File: config.mk
export PLATFORM = sky130hd
export DESIGN_NAME = hwcsr_top
export DESIGN_NICKNAME = d
export VERILOG_FILES = /design/src/rtl/hwcsr_pkg.sv /design/src/rtl/hwcsr_decode.sv /design/src/rtl/hwcsr_mask_reg.sv /design/src/rtl/hwcsr_sync.sv /design/src/rtl/hwcsr_status.sv /design/src/rtl/hwcsr_top.sv
export SDC_FILE = /design/constraint.sdc
export NUM_CORES = 1
export LEC_CHECK = 0
export BUFFER_PORTS_ARGS = -buffer_cell sky130_fd_sc_hd__buf_2
export CAP_MARGIN = 40
export CORE_MARGIN = 2
export CORE_UTILIZATION = 30
export CTS_CLUSTER_DIAMETER = 50
export DETAILED_ROUTE_END_ITERATION = 12
export HOLD_SLACK_MARGIN = 0.05
export PLACE_DENSITY = 0.57
export SYNTH_ARGS = -nofsm -noshare
export SYNTH_HDL_FRONTEND = slang
export SYNTH_HIERARCHICAL = 1
export SYNTH_SLANG_ARGS = --single-unit
File: constraint.sdc
create_clock -name clk -period 3 [get_ports clk]
set_input_delay 0.15 -clock clk [delete_from_list [all_inputs] [get_ports clk]]
set_output_delay 0.15 -clock clk [all_outputs]
set_load 0.02 [all_outputs]
File: src/rtl/hwcsr_pkg.sv
// Shared constants for the half-word write-masked register block.
// Assumes a 32-bit data path split into a mask half and a value half.
package hwcsr_pkg;
    localparam int unsigned CSR_W    = 32;
    localparam int unsigned HALF_W   = CSR_W / 2;
    localparam int unsigned LS_W     = 2;
    localparam int unsigned OFS_CTRL = 32'h00;
    localparam int unsigned OFS_STAT = 32'h48;
    localparam int unsigned CB_CFG   = 0;
    localparam int unsigned CB_TRAIN = 1;
    localparam int unsigned CB_RC    = 6;
    localparam int unsigned CB_GEN   = 7;
    localparam int unsigned SB_LS_LO = 20;
    localparam int unsigned SB_UP    = 0;

    typedef enum logic [1:0] {
        SEL_NONE = 2'd0,
        SEL_CTRL = 2'd1,
        SEL_STAT = 2'd2
    } csr_sel_e;
endpackage

File: src/rtl/hwcsr_decode.sv
// Address decoder: maps a byte offset to a register select and qualifies
// the write strobe for the control register. Purely combinational.
module hwcsr_decode
    import hwcsr_pkg::*;
#(
    parameter int unsigned ADDR_W = 8
) (
    input  logic [ADDR_W-1:0] addr,
    input  logic              wr,
    output csr_sel_e          sel,
    output logic              wr_ctrl
);
    // Select the register addressed by the current access.
    always_comb begin
        if (addr == ADDR_W'(OFS_CTRL))      sel = SEL_CTRL;
        else if (addr == ADDR_W'(OFS_STAT)) sel = SEL_STAT;
        else                                sel = SEL_NONE;
    end

    // Only the control register accepts writes.
    assign wr_ctrl = wr && (sel == SEL_CTRL);
endmodule

File: src/rtl/hwcsr_mask_reg.sv
// Bit-masked control register: each bit updates only on a write whose
// mask bit is set. Assumes wr_hit is a one-cycle qualified strobe.
module hwcsr_mask_reg #(
    parameter int unsigned W = 16
) (
    input  logic         clk,
    input  logic         rst_n,
    input  logic         wr_hit,
    input  logic [W-1:0] wr_mask,
    input  logic [W-1:0] wr_val,
    output logic [W-1:0] q
);
    for (genvar i = 0; i < W; i++) begin : g_bit
        logic bit_q;
        // Per-bit storage with its own write enable from the mask.
        always_ff @(posedge clk) begin
            if (!rst_n)                      bit_q <= 1'b0;
            else if (wr_hit && wr_mask[i])   bit_q <= wr_val[i];
        end
        assign q[i] = bit_q;
    end

    // Bits outside the mask keep their old values across a write.
    p_hold_unmasked_r2: assert property (@(posedge clk) disable iff (!rst_n)
        wr_hit |=> ((q & ~$past(wr_mask)) == ($past(q) & ~$past(wr_mask))));
    // Masked bits take the written value.
    p_take_masked_r2: assert property (@(posedge clk) disable iff (!rst_n)
        wr_hit |=> ((q & $past(wr_mask)) == ($past(wr_val) & $past(wr_mask))));
    // An all-zero mask changes nothing.
    p_zero_mask_r3: assert property (@(posedge clk) disable iff (!rst_n)
        (wr_hit && (wr_mask == '0)) |=> $stable(q));
    // Without a write the register holds.
    p_idle_hold_r2: assert property (@(posedge clk) disable iff (!rst_n)
        !wr_hit |=> $stable(q));
endmodule

File: src/rtl/hwcsr_sync.sv
// Multi-flop synchronizer for a small asynchronous bus. Assumes the bus
// is a slowly changing level (state code), not a pulse. DEPTH >= 2.
module hwcsr_sync #(
    parameter int unsigned W     = 2,
    parameter int unsigned DEPTH = 2
) (
    input  logic         clk,
    input  logic         rst_n,
    input  logic [W-1:0] din,
    output logic [W-1:0] dout
);
    logic [DEPTH-1:0][W-1:0] stage;

    // Shift the sampled input through the flop chain.
    always_ff @(posedge clk) begin
        if (!rst_n) stage <= '0;
        else        stage <= {stage[DEPTH-2:0], din};
    end

    assign dout = stage[DEPTH-1];

    // The last stage always follows the stage before it by one edge.
    p_sync_follow_r8: assert property (@(posedge clk) disable iff (!rst_n)
        $past(rst_n) |-> (stage[DEPTH-1] == $past(stage[DEPTH-2])));
endmodule

File: src/rtl/hwcsr_status.sv
// Status word builder: places the synchronized link state and the derived
// link-up flag into the read-only status layout.
module hwcsr_status
    import hwcsr_pkg::*;
(
    input  logic [LS_W-1:0]  link_state,
    output logic [CSR_W-1:0] status_word,
    output logic             link_up
);
    // Link is up only when every state bit is set.
    assign link_up = &link_state;

    // Assemble the status word; unused bits read as zero.
    always_comb begin
        status_word                         = '0;
        status_word[SB_LS_LO +: LS_W]       = link_state;
        status_word[SB_UP]                  = link_up;
    end
endmodule

File: src/rtl/hwcsr_top.sv
// Half-word write-masked control and status register block.
// Assumes single-cycle read/write strobes with address and data valid in
// the same cycle; read data is registered one cycle after the strobe.
module hwcsr_top
    import hwcsr_pkg::*;
#(
    parameter int unsigned ADDR_W     = 8,
    parameter int unsigned SYNC_DEPTH = 2
) (
    input  logic              clk,
    input  logic              rst_n,
    input  logic              bus_wr,
    input  logic              bus_rd,
    input  logic [ADDR_W-1:0] bus_addr,
    input  logic [CSR_W-1:0]  bus_wdata,
    output logic [CSR_W-1:0]  bus_rdata,
    input  logic [LS_W-1:0]   link_state_async,
    output logic              cfg_enable,
    output logic              train_enable,
    output logic              rc_mode,
    output logic              gen_select,
    output logic [LS_W-1:0]   link_state,
    output logic              link_up
);
    csr_sel_e          sel;
    logic              wr_ctrl;
    logic [HALF_W-1:0] ctrl_q;
    logic [CSR_W-1:0]  status_word;
    logic [CSR_W-1:0]  rd_mux;
    logic [CSR_W-1:0]  rdata_q;

    hwcsr_decode #(.ADDR_W(ADDR_W)) u_dec (
        .addr    (bus_addr),
        .wr      (bus_wr),
        .sel     (sel),
        .wr_ctrl (wr_ctrl)
    );

    hwcsr_mask_reg #(.W(HALF_W)) u_ctrl (
        .clk     (clk),
        .rst_n   (rst_n),
        .wr_hit  (wr_ctrl),
        .wr_mask (bus_wdata[CSR_W-1:HALF_W]),
        .wr_val  (bus_wdata[HALF_W-1:0]),
        .q       (ctrl_q)
    );

    hwcsr_sync #(.W(LS_W), .DEPTH(SYNC_DEPTH)) u_sync (
        .clk   (clk),
        .rst_n (rst_n),
        .din   (link_state_async),
        .dout  (link_state)
    );

    hwcsr_status u_stat (
        .link_state  (link_state),
        .status_word (status_word),
        .link_up     (link_up)
    );

    // Pick the read value for the addressed register.
    always_comb begin
        case (sel)
            SEL_CTRL: rd_mux = {{HALF_W{1'b0}}, ctrl_q};
            SEL_STAT: rd_mux = status_word;
            default:  rd_mux = '0;
        endcase
    end

    // Capture read data on a read strobe and hold it otherwise.
    always_ff @(posedge clk) begin
        if (!rst_n)      rdata_q <= '0;
        else if (bus_rd) rdata_q <= rd_mux;
    end

    assign bus_rdata    = rdata_q;
    assign cfg_enable   = ctrl_q[CB_CFG];
    assign train_enable = ctrl_q[CB_TRAIN];
    assign rc_mode      = ctrl_q[CB_RC];
    assign gen_select   = ctrl_q[CB_GEN];

    // Read data only moves on a read strobe.
    p_rd_hold_r5: assert property (@(posedge clk) disable iff (!rst_n)
        !bus_rd |=> $stable(bus_rdata));
    // Control reads carry nothing in the mask half.
    p_ctrl_upper_r5: assert property (@(posedge clk) disable iff (!rst_n)
        (bus_rd && (bus_addr == ADDR_W'(OFS_CTRL))) |=> (bus_rdata[CSR_W-1:HALF_W] == '0));
    // Writes away from the control offset leave the outputs alone.
    p_other_wr_ignored_r6: assert property (@(posedge clk) disable iff (!rst_n)
        (bus_wr && (bus_addr != ADDR_W'(OFS_CTRL)))
        |=> $stable({cfg_enable, train_enable, rc_mode, gen_select}));
    // Link-up never shows with an incomplete link state.
    p_linkup_r7: assert property (@(posedge clk) disable iff (!rst_n)
        link_up |-> (link_state == '1));
    // Unmapped reads return zero.
    p_unmapped_rd_r9: assert property (@(posedge clk) disable iff (!rst_n)
        (bus_rd && (bus_addr != ADDR_W'(OFS_CTRL)) && (bus_addr != ADDR_W'(OFS_STAT)))
        |=> (bus_rdata == '0));
endmodule

==> impl.org <==
** Power
- The analysis attributes to cell leakage a power of ~1.4 nW.
- IR analysis of the VDD net gives a maximum drop of 0.190 mV.
- Power spread over the standard cell area amounts to 416 nW/um^2.
- Power comes to 1.25 mW.

** GRT
- Via count of the first global-routing pass :: 1792
- The first global-routing pass estimated ~8.9 mm of wire.
- Across every metal layer, demand over resource in global routing totals 11.2%.
- Pin count of the biggest net entering global routing :: 35
- For this run the aggregate overflow at the end of global routing stands at 0.
- The number of antenna violations at the first check in global routing was 0.

** Timing
- The max-slew violation count is 0.
- After layout, the minimum clock period comes to 1740 ps.
- Count of endpoints failing hold in the final timing report :: 0
- Headroom to the max-slew limit came out at 55.9%.
- Final Setup Violations :: 0
- RSZ-0062 raised after global routing :: no
- For the pin with the worst max-slew slack, the measured transition is 661 ps.
- The clock arrives with 7.77 ps of skew.
- Adding up every negative setup slack in the final design gives 0 ps.
- Max Freq :: 0.573 GHz
- After layout, the worst path uses 58.1% of the clock period.

** Logic synthesis
- In this run the mean area of a mapped cell was 9.61 um^2.
- Counting flops and latches in the post-synthesis netlist gives 52.
- Yosys printed 6 warnings.
- Biggest area contributors in the synthesized netlist :: sky130_fd_sc_hd__dfxtp_1 38%, sky130_fd_sc_hd__buf_4 14%, sky130_fd_sc_hd__mux2i_1 5.9%
- Post-synth top area cell :: sky130_fd_sc_hd__dfxtp_1
- Sequential area share after synthesis :: 38.1%
- Synthesis produced 284 cells.
- Area of the mapped netlist :: 2730 um^2
- Share of Yosys cell area claimed by the top area cell type :: 38.1%
- Number of distinct library cells after synthesis :: 27

** Floorplanning
- Once the floorplan was initialized, standard cells occupied a little under a third of the core.
- Width of the die :: 99.4 um
- Area inside the core boundary :: 8760 um^2
- Number of placed I/O pins :: 85
- The die is 99.4 um tall.
- The die covers 9880 um^2.
- Count of standard-cell rows :: 34

** Route
- Vias per Instance :: 4.19
- The routed design has around 5.4 mm of wire.
- For this run, design rule violations remaining after detail routing come to 0.
- After detailed routing, the average wire length per cell comes to 12.0 um.
- Initial DRC count :: 39
- Count of nets left with antenna violations after detail routing :: 0
- Routed via count :: 1875
- The first detailed-routing pass ran for 4 iterations.

** Placement
- Quantity of I/O buffers inserted on ports :: 84
- Once placement completed, the tool counted placed cells totaling ~440.
- Routability-driven placement congestion ratio :: 0.679
- Summed over all nets, the half-perimeter wirelength after detailed placement is 3.87 mm.
- Cell area after placement :: 2880 um^2

** Critical path
- Element type at the critical path end :: register
- The critical path is of the input port to register type.
- Along the worst path, the maximum fanout reaches 16.
- Critical Path AT :: 1970 ps
- STA puts the critical path data required time at between 3000 and 4000 ps.
- Element type at the critical path start :: input port

** Clocking
- Clock tree sinks :: 52
- Number of buffers created by CTS :: 5
- For the worst-skew pair, the clock arrives at the later sink with an insertion delay of approximately 300 ps.
- Deepest clock path buffer count :: 2
- CTS tree :: done
- Count of cells resized by post-cts repair :: 0
- Clock slew seen by the registers of the worst setup and hold paths :: 90 ps
- Buffer cell driving the clock tree root :: sky130_fd_sc_hd__clkbuf_8
- H-Tree Level Count :: 2

** Finish
- Layout filler cell count :: 919
- Antenna diode count :: 0
- After the last flow step, the layout net total stands at 386.
- Share of post-route cells with drive strength above 1 :: 35.4%
- Once layout is done, the placed cells without fillers occupy 3000 um^2.
- Non-filler cells in the finished layout :: 447
- The area growth from synthesis to layout is 9.81%.

** Run
- Across the run, the number of max-cap violations was 0.

** Min path
- The worst hold path belongs to the class input port to register.

** Outcome
- Status :: finished clean
-- final timing paths --
check | startpoint | endpoint | slack [ps] | cells past startpoint
worst min register to register | u_sync/stage[0] | u_sync/dout[0] | 450 | 1
worst max-delay path | bus_addr[7] | bus_rdata[7] | 1260 | 6
worst max register to register | u_sync/dout[0] | bus_rdata[0] | 2110 | 3
worst min-delay path | link_state_async[1] | u_sync/stage[1] | 60 | 2
-- cell usage after synthesis (all sizes together) --
master	number
or4	2
nor2b	1
conb	1
nor2	2
nor3	1
inv	3
nand4bb	1
ha	2
nand2	48
a21boi	16
o2bb2ai	16
clkbuf	1
and2	5
a22oi	16
nand3	16
buf	68
dfxtp	52
nand3b	1
nand2b	16
mux2i	16
-- what timing repair did --
action	CTS	global route
hold buffers	1	0
buffers inserted	0	0
endpoints found under the hold margin	1	0
-- cells in the final DEF (no fill, tap or decap), drive strengths merged --
master       synthesis  routed
dfxtp               52      52
nand2b              16      16
clkinv               0       1
nand4bb              1       1
buf                 68      87
clkbuf               1       6
nand3               16      16
inv                  3       3
dlygate4sd3          0       1
or4                  2       2
mux2i               16      16
nor2b                1       1
nand3b               1       1
ha                   2       2
a21boi              16      16
a22oi               16      16
o2bb2ai             16      16
conb                 1      29
bufinv               0       1
nand2               48      48
and2                 5       5
nor2                 2       2
nor3                 1       1
-- power by group --
part / leakage, nW / internal (mW) / switching (mW)
sequential: 0.419 / 0.692 / 0.00112
combinational: 0.891 / 0.0369 / 0.0437
clock: 0.0552 / 0.248 / 0.224
-- area by class of cell --
type,instances,area (um^2),area share (%)
Clock buffer,6,72.6,2.42
Tap cell,108,135,4.51
Inverter,3,11.3,0.376
Sequential cell,52,1040,34.7
Multi-Input combinational cell,188,1250,41.7
Timing Repair Buffer,88,453,15.1
Clock inverter,2,35.0,1.17
-- cell families after synthesis --
group                      share of synthesized area (%)
AOI/OAI and AO/OA                                   16.5
DFF                                                 38.1
other                                              0.137
buffers and inverters                               20.2
adders and majority gates                          0.917
muxes                                               5.87
and+or+nand+nor                                     18.2
-- critical path, stage by stage --
cell	delay, ps
sky130_fd_sc_hd__buf_2	100
sky130_fd_sc_hd__or4_1	590
sky130_fd_sc_hd__nor2_1	170
sky130_fd_sc_hd__ha_1	600
sky130_fd_sc_hd__a22oi_1	190
sky130_fd_sc_hd__o2bb2ai_2	160
-- layer usage --
| metal | share of wire, % | up-vias | track usage [%] | wire (um) |
|---|---|---|---|---|
| li1 | - | 984 | - | - |
| met1 | 47 | 847 | 14.7 | 2500 |
| met2 | 48 | 42 | 18.3 | 2580 |
| met3 | 4.4 | 2 | 2.74 | 235 |
| met4 | 0.82 | 0 | 2.85 | 44 |
| met5 | 0 | - | 0 | 0 |
-- flip-flops by register name (all words and copies together), names as in the netlist --
signal              cells
u_sync/dout             2
u_sync/stage            2
u_ctrl/g_bit.bit_q     16
bus_rdata              32
-- per-stage QoR --
| step | setup slack, ps | util [%] | hold slack (ps) |
|---|---|---|---|
| floorplan | 1280 | - | 272 |
| global placement | 959 | 32.9 | 356 |
| detailed placement | 912 | 32.9 | 361 |
| CTS | 1220 | 34.2 | 56.4 |
| global route | 1110 | 34.2 | 50.8 |
| finish | 1260 | 34.2 | 63.3 |
No activity file was read; power rests on OpenSTA's default activity.
